**src/rtl/tct_pkg.sv**
```systemverilog
package tct_pkg;
  localparam int BUS_AW = 20;
  localparam int BUS_DW = 32;

  // Register map (byte addresses); software depends on these offsets.
  localparam logic [BUS_AW-1:0] ADDR_CNT_LO = 20'h00008;
  localparam logic [BUS_AW-1:0] ADDR_CNT_HI = 20'h0000C;
  localparam logic [BUS_AW-1:0] ADDR_CMP_LO = 20'h10020;
  localparam logic [BUS_AW-1:0] ADDR_CMP_HI = 20'h10024;
  localparam logic [BUS_AW-1:0] ADDR_CTRL   = 20'h1002C;

  // Control register bit positions
  localparam int CTL_EN   = 0;
  localparam int CTL_MASK = 1;
  localparam int CTL_STAT = 2;
endpackage

```
**src/rtl/tct_prescale.sv**
```systemverilog
module tct_prescale #(
  parameter int DIV = 3
) (
  input  logic clk,
  input  logic rst_n,
  output logic tick
);
  localparam int PH_W = (DIV > 1) ? $clog2(DIV) : 1;

  generate
    if (DIV <= 1) begin : g_bypass
      assign tick = 1'b1;
    end else begin : g_div
      logic [PH_W-1:0] phase_q, phase_d;

      assign tick = (phase_q == PH_W'(DIV - 1));

      always_comb begin
        phase_d = tick ? '0 : phase_q + 1'b1;
      end

      always_ff @(posedge clk or negedge rst_n) begin
        if (!rst_n) phase_q <= '0;
        else        phase_q <= phase_d;
      end
    end
  endgenerate
endmodule

```
**src/rtl/tct_counter.sv**
```systemverilog
module tct_counter #(
  parameter int          CNT_W    = 64,
  parameter logic [63:0] CNT_INIT = 64'h0
) (
  input  logic             clk,
  input  logic             rst_n,
  input  logic             tick,
  output logic [CNT_W-1:0] cnt_q
);
  logic [CNT_W-1:0] cnt_d;

  always_comb begin
    cnt_d = cnt_q;
    if (tick) cnt_d = cnt_q + 1'b1;
  end

  always_ff @(posedge clk or negedge rst_n) begin
    if (!rst_n) cnt_q <= CNT_INIT[CNT_W-1:0];
    else        cnt_q <= cnt_d;
  end
endmodule

```
**src/rtl/tct_compare.sv**
```systemverilog
module tct_compare #(
  parameter int CNT_W = 64,
  parameter int CMP_W = 52
) (
  input  logic             clk,
  input  logic             rst_n,
  input  logic             en_next,
  input  logic [CNT_W-1:0] cnt,
  input  logic [CMP_W-1:0] cmp,
  output logic             status_q
);
  localparam int PAD_W = CNT_W - CMP_W;

  logic             status_d;
  logic             reached;
  logic [CNT_W-1:0] cmp_ext;

  assign cmp_ext = {{PAD_W{1'b0}}, cmp};
  // Greater-or-equal so a compare value already passed still fires.
  assign reached = (cnt >= cmp_ext);

  always_comb begin
    status_d = en_next & (status_q | reached);
  end

  always_ff @(posedge clk or negedge rst_n) begin
    if (!rst_n) status_q <= 1'b0;
    else        status_q <= status_d;
  end
endmodule

```
**src/rtl/tct_regs.sv**
```systemverilog
module tct_regs
  import tct_pkg::*;
#(
  parameter int CNT_W    = 64,
  parameter int CMP_HI_W = 20,
  parameter int CMP_W    = BUS_DW + CMP_HI_W
) (
  input  logic              clk,
  input  logic              rst_n,
  input  logic              bus_valid,
  input  logic              bus_write,
  input  logic [BUS_AW-1:0] bus_addr,
  input  logic [BUS_DW-1:0] bus_wdata,
  output logic [BUS_DW-1:0] bus_rdata,
  output logic              bus_rvalid,
  input  logic [CNT_W-1:0]  cnt,
  input  logic              status,
  output logic              en_q,
  output logic              en_next,
  output logic              mask_q,
  output logic [CMP_W-1:0]  cmp_q
);
  logic                wr, rd;
  logic                sel_cnt_lo, sel_cnt_hi, sel_cmp_lo, sel_cmp_hi, sel_ctrl;
  logic [BUS_DW-1:0]   cmp_lo_q, cmp_lo_d;
  logic [CMP_HI_W-1:0] cmp_hi_q, cmp_hi_d;
  logic                mask_d;
  logic [BUS_DW-1:0]   rdata_d;
  logic                rvalid_d;

  assign wr = bus_valid &  bus_write;
  assign rd = bus_valid & ~bus_write;

  assign sel_cnt_lo = (bus_addr == ADDR_CNT_LO);
  assign sel_cnt_hi = (bus_addr == ADDR_CNT_HI);
  assign sel_cmp_lo = (bus_addr == ADDR_CMP_LO);
  assign sel_cmp_hi = (bus_addr == ADDR_CMP_HI);
  assign sel_ctrl   = (bus_addr == ADDR_CTRL);

  // Next-state for writable fields
  always_comb begin
    cmp_lo_d = cmp_lo_q;
    cmp_hi_d = cmp_hi_q;
    en_next  = en_q;
    mask_d   = mask_q;
    if (wr && sel_cmp_lo) cmp_lo_d = bus_wdata;
    if (wr && sel_cmp_hi) cmp_hi_d = bus_wdata[CMP_HI_W-1:0];
    if (wr && sel_ctrl) begin
      en_next = bus_wdata[CTL_EN];
      mask_d  = bus_wdata[CTL_MASK];
    end
  end

  // Read mux; unmapped addresses yield zero
  always_comb begin
    rdata_d  = '0;
    rvalid_d = rd;
    if (rd) begin
      if (sel_cnt_lo) rdata_d = cnt[BUS_DW-1:0];
      if (sel_cnt_hi) rdata_d = BUS_DW'(cnt[CNT_W-1:BUS_DW]);
      if (sel_cmp_lo) rdata_d = cmp_lo_q;
      if (sel_cmp_hi) rdata_d = BUS_DW'(cmp_hi_q);
      if (sel_ctrl) begin
        rdata_d[CTL_EN]   = en_q;
        rdata_d[CTL_MASK] = mask_q;
        rdata_d[CTL_STAT] = status;
      end
    end
  end

  always_ff @(posedge clk or negedge rst_n) begin
    if (!rst_n) begin
      cmp_lo_q   <= '0;
      cmp_hi_q   <= '0;
      en_q       <= 1'b0;
      mask_q     <= 1'b0;
      bus_rdata  <= '0;
      bus_rvalid <= 1'b0;
    end else begin
      cmp_lo_q   <= cmp_lo_d;
      cmp_hi_q   <= cmp_hi_d;
      en_q       <= en_next;
      mask_q     <= mask_d;
      bus_rdata  <= rdata_d;
      bus_rvalid <= rvalid_d;
    end
  end

  assign cmp_q = {cmp_hi_q, cmp_lo_q};
endmodule

```
**src/rtl/tick_cmp_timer.sv**
```systemverilog
module tick_cmp_timer
  import tct_pkg::*;
#(
  parameter int          CNT_W    = 64,
  parameter int          CMP_HI_W = 20,
  parameter int          DIV      = 3,
  parameter logic [63:0] CNT_INIT = 64'h0
) (
  input  logic              clk,
  input  logic              rst_n,
  input  logic              bus_valid,
  input  logic              bus_write,
  input  logic [BUS_AW-1:0] bus_addr,
  input  logic [BUS_DW-1:0] bus_wdata,
  output logic [BUS_DW-1:0] bus_rdata,
  output logic              bus_rvalid,
  output logic              irq
);
  localparam int CMP_W = BUS_DW + CMP_HI_W;

  // rst_n is expected to be released synchronously by the reset tree.
  logic             tick;
  logic [CNT_W-1:0] cnt_q;
  logic             en_q, en_next, mask_q, status_q;
  logic [CMP_W-1:0] cmp_q;

  tct_prescale #(.DIV(DIV)) u_pre (
    .clk(clk), .rst_n(rst_n), .tick(tick)
  );

  tct_counter #(.CNT_W(CNT_W), .CNT_INIT(CNT_INIT)) u_cnt (
    .clk(clk), .rst_n(rst_n), .tick(tick), .cnt_q(cnt_q)
  );

  tct_regs #(.CNT_W(CNT_W), .CMP_HI_W(CMP_HI_W), .CMP_W(CMP_W)) u_regs (
    .clk(clk), .rst_n(rst_n),
    .bus_valid(bus_valid), .bus_write(bus_write), .bus_addr(bus_addr),
    .bus_wdata(bus_wdata), .bus_rdata(bus_rdata), .bus_rvalid(bus_rvalid),
    .cnt(cnt_q), .status(status_q),
    .en_q(en_q), .en_next(en_next), .mask_q(mask_q), .cmp_q(cmp_q)
  );

  tct_compare #(.CNT_W(CNT_W), .CMP_W(CMP_W)) u_cmp (
    .clk(clk), .rst_n(rst_n), .en_next(en_next),
    .cnt(cnt_q), .cmp(cmp_q), .status_q(status_q)
  );

  assign irq = status_q & ~mask_q;
endmodule

```
**config.mk**
```make
export PLATFORM = sky130hd
export DESIGN_NAME = tick_cmp_timer
export DESIGN_NICKNAME = d
export VERILOG_FILES = /design/src/rtl/tct_pkg.sv /design/src/rtl/tct_prescale.sv /design/src/rtl/tct_counter.sv /design/src/rtl/tct_compare.sv /design/src/rtl/tct_regs.sv /design/src/rtl/tick_cmp_timer.sv
export SDC_FILE = /design/constraint.sdc
export NUM_CORES = 1
export LEC_CHECK = 0
export ABC_AREA = 1
export CAP_MARGIN = 20
export CORE_MARGIN = 10
export CORE_UTILIZATION = 60
export DETAILED_ROUTE_END_ITERATION = 7
export DONT_BUFFER_PORTS = 1
export HOLD_SLACK_MARGIN = 0.06
export PLACE_DENSITY = 0.87
export SLEW_MARGIN = 20
export SYNTH_ARGS = -nofsm -noshare
export SYNTH_HDL_FRONTEND = slang
export SYNTH_SLANG_ARGS = --single-unit
```
**constraint.sdc**
```tcl
create_clock -name clk -period 2.4 [get_ports clk]
set_input_delay 0.12 -clock clk [delete_from_list [all_inputs] [get_ports clk]]
set_output_delay 0.12 -clock clk [all_outputs]
set_load 0.05 [all_outputs]
```
==> flow_metrics.py <==
metrics = {
    "sta": {
        "fin_crit_ns": 2.204,
        "fin_skew_ns": 0.006176,
        "final_max_slew_viol_count": 0,
        "finalCritPeriodShare_pct": 91.82,
        "holdWs_ns": -0.6173,
        "fin_setup_tns_ns": 0,
        "rsz0062_at_grt": "false",
        "worst_pin_slew_ns": 0.5786,
        "setup_viol": 0,
        "fmax_mhz": 453.8,
        "worst_slack_ns": 0.1964,
        "hold_violations": 154,
        "slew_headroom_pct": 61.43,
    },
    "synthesis": {
        "syn_area_mm2": 0.008942,
        "avgSynthCellArea_um2": 8.071,
        "synthCells": 1108,
        "syn_nets": 1217,
        "synth-seq-area-share_pct": 43.10,
        "yosysTopAreaCellShare_pct": 43.10,
        "ys.warnings.count": 0,
        "yosys_most_used_dff": "dfrtp_1",
        "synth.distinct_cells": 41,
        "synth-seq-cells": 154,
        "yosysTopAreaCell": "dfrtp_1",
        "synth-edff-count": 0,
        "synth_area_leaders": "dfrtp_1 (43%), nand2_1 (9.7%), inv_1 (7.8%), ha_1 (7.4%), xor2_1 (5.2%)",
        "synthArstFlopShare_pct": 100.0,
    },
    "pwr": {
        "ir_worst_vdd_v": 0.0005164,
        "leakage_nw": 4.829,
        "p_per_area_mw_per_mm2": 525.8,
    },
    "clock_network": {
        "cts-root-buf": "clkbuf_16",
        "cts_max_level": 4,
        "numCtsBuffers": 17,
        "cts.clk_slew.worst_paths_ns": 0.06,
        "cts_buffer_depth": 2,
        "insertion_delay_ns": 0.43,
        "cts_tree": "done",
        "hold_buffers": 36,
        "cts.sinks": 154,
    },
    "route": {
        "detail-route-antenna-nets": 0,
        "vias": 7768,
        "viasPerCell": 5.741,
        "wire_per_inst_um": 19.21,
        "drt_iter0_markers": 740,
        "drc": 0,
        "routed_wl_mm": 25.99,
        "dr.pass1.iters": 7,
    },
    "floorplan": {
        "die_x_um": 142.1,
        "num_io_pins": 90,
        "placementRows": 44,
        "core-area_mm2": 0.01459,
        "start_util_pct": 61.30,
        "die_area_mm2": 0.02019,
        "fp.dieH_um": 142.1,
    },
    "global_route": {
        "grt_max_degree": 155,
        "grt_pass1_vias": 7931,
        "antenna_found_initial": 0,
        "grt_overflow": 0,
        "grt_usage_pct": 26.17,
        "grt_pass1_wl_mm": 41.67,
    },
    "setup_path": {
        "critPathBufInv": 1,
        "end_kind": "register",
        "cp.arrival_ns": 2.52,
        "reg2reg_slack_ns": 0.20,
        "path_class": "reg -> reg",
        "cp.required_ns": 2.71,
        "cp_max_fo": 5,
        "cp_slowest_cell": "dfrtp_1",
        "cp_slowest_stage_delay_ns": 0.43,
        "crit_family": "simple AND/OR/NAND/NOR gates",
        "critical_path.cell_chain": "ha_1 -> nand3_1 -> inv_1 -> nand2_2 -> nor2_2 -> nand3_2 -> nor2_2 -> nand2_1 -> nor2_2 -> nand2_1 -> xor2_1",
        "worst_setup_path_start_kind": "register",
        "cpMostUsedCell": "nor2_2",
    },
    "layout": {
        "final_area_mm2": 0.01015,
        "fill_cells": 1110,
        "nets": 1266,
        "antennaDiodeCount": 0,
        "drive_gt1_share_pct": 8.127,
        "area_growth_pct": 13.53,
        "final_common_cell": "nand2_1",
        "final_cell_mix": "nand2_1 (231), inv_1 (186), dfrtp_1 (154)",
    },
    "placed_design": {
        "dpl_cell_area_mm2": 0.009208,
        "post-place-ws_ns": 0.09973,
        "gp_congestion": 0.9998,
        "io_buffers": 0,
        "dp.final_hpwl_mm": 18.72,
    },
    "outcome": {
        "status": "finished, violations left",
        "violations": "hold timing",
    },
    "run": {
        "maxCapViolations": 0,
    },
    "min_path": {
        "hp-class": "in -> async",
    },
}
## synth_stat cells, types with 9 or more instances
library cell  number
clkbuf_1          18
inv_2             13
o21ai_0           66
ha_1              53
nand3_1           33
nor3_1            33
a31oi_1           11
nor2_1            81
dfrtp_1          154
mux2_1            10
inv_1            186
nand2_1          231
nand4_1           27
a21oi_1           50
xor2_1            53
o211ai_1           9
## worst reg2reg max path, stage by stage, from the launching register on
cell and delay (ns):
dfrtp_1 0.43, ha_1 0.20, nand3_1 0.13, inv_1 0.10, nand2_2 0.09, nor2_2 0.20
nand3_2 0.17, nor2_2 0.18, nand2_1 0.13, nor2_2 0.19, nand2_1 0.11, xor2_1 0.15
## registers in the layout (all words and copies together), names as in the netlist
name	count
u_regs.cmp_lo_q	32
u_regs.mask_q	1
u_cmp.status_q	1
u_cnt.cnt_q	64
u_regs.en_q	1
u_regs.cmp_hi_q	20
u_pre.g_div.phase_q	2
u_regs.bus_rvalid	1
u_regs.bus_rdata	32
## power breakdown
part / internal [W] / total (W) / switching, W
clock: 0.00153 / 0.00264 / 0.00111
combinational: 0.0000533 / 0.0000996 / 0.0000463
sequential: 0.00260 / 0.00260 / 0.00000350
total: 0.00418 / 0.00534 / 0.00116
## metrics by stage
stage	instances	hold slack, ns	utilization (%)	total power, W
floorplan	1108	-0.1756	-	0.002687
detailed placement	1286	-0.1673	63.11	0.002698
global placement	1286	-0.1671	63.11	0.002696
finish	1353	-0.6173	69.59	0.005338
CTS	1353	-0.6250	69.53	0.005348
global route	1353	-0.6296	69.59	0.005471
## final timing paths
path / endpoint / start / cells past startpoint
hold reg to reg: u_pre.g_div.phase_q[0] / u_pre.g_div.phase_q[0] / 1
setup reg to reg: u_cnt.cnt_q[60] / u_cnt.cnt_q[1] / 11
max in group asynchronous: u_regs.bus_rdata[0] / rst_n / 0
setup / recovery: u_cnt.cnt_q[60] / u_cnt.cnt_q[1] / 11
hold / removal: u_regs.bus_rdata[3] / rst_n / 0
min in group clk: u_regs.bus_rdata[3] / bus_addr[15] / 5
## what timing repair did
item | CTS | global route
hold endpoints to repair | 211 | 154
resized for setup | 0 | 3
setup endpoints to repair | 0 | 3
buffers inserted | 0 | 0
## routing by layer
metal | routed length (µm) | vias to the layer above | GRT usage, %
met2 | 12450 | 334 | 42.12
met5 | 0 | - | 0
met4 | 862 | 0 | 10.54
met1 | 10580 | 3706 | 32.80
met3 | 2091 | 62 | 6.876
li1 | - | 3666 | -
## logic make-up (layout without fill, tap and decap cells)
group                      Yosys count  in the layout  synth area share, %
adders and majority gates           53             53                7.416
xor gates and xnor gates            60             60                5.877
DFF                                154            154                43.10
muxes                               12             12                1.511
buffers and inverters              222            283                9.388
and+or+nand+nor                    445            445                22.68
AOI/OAI and AO/OA                  162            162                10.03
## cell type report
class | instances | area, µm² | area share, %
flip-flops and latches | 154 | 3854 | 37.96
inverters | 199 | 747.0 | 7.358
clock inverters | 13 | 146.4 | 1.442
multi-input cells | 732 | 4258 | 41.94
well taps | 184 | 230.2 | 2.268
clock buffers | 18 | 429.2 | 4.227
repair buffers | 53 | 488.0 | 4.807
No activity file was read; power rests on OpenSTA's default activity.
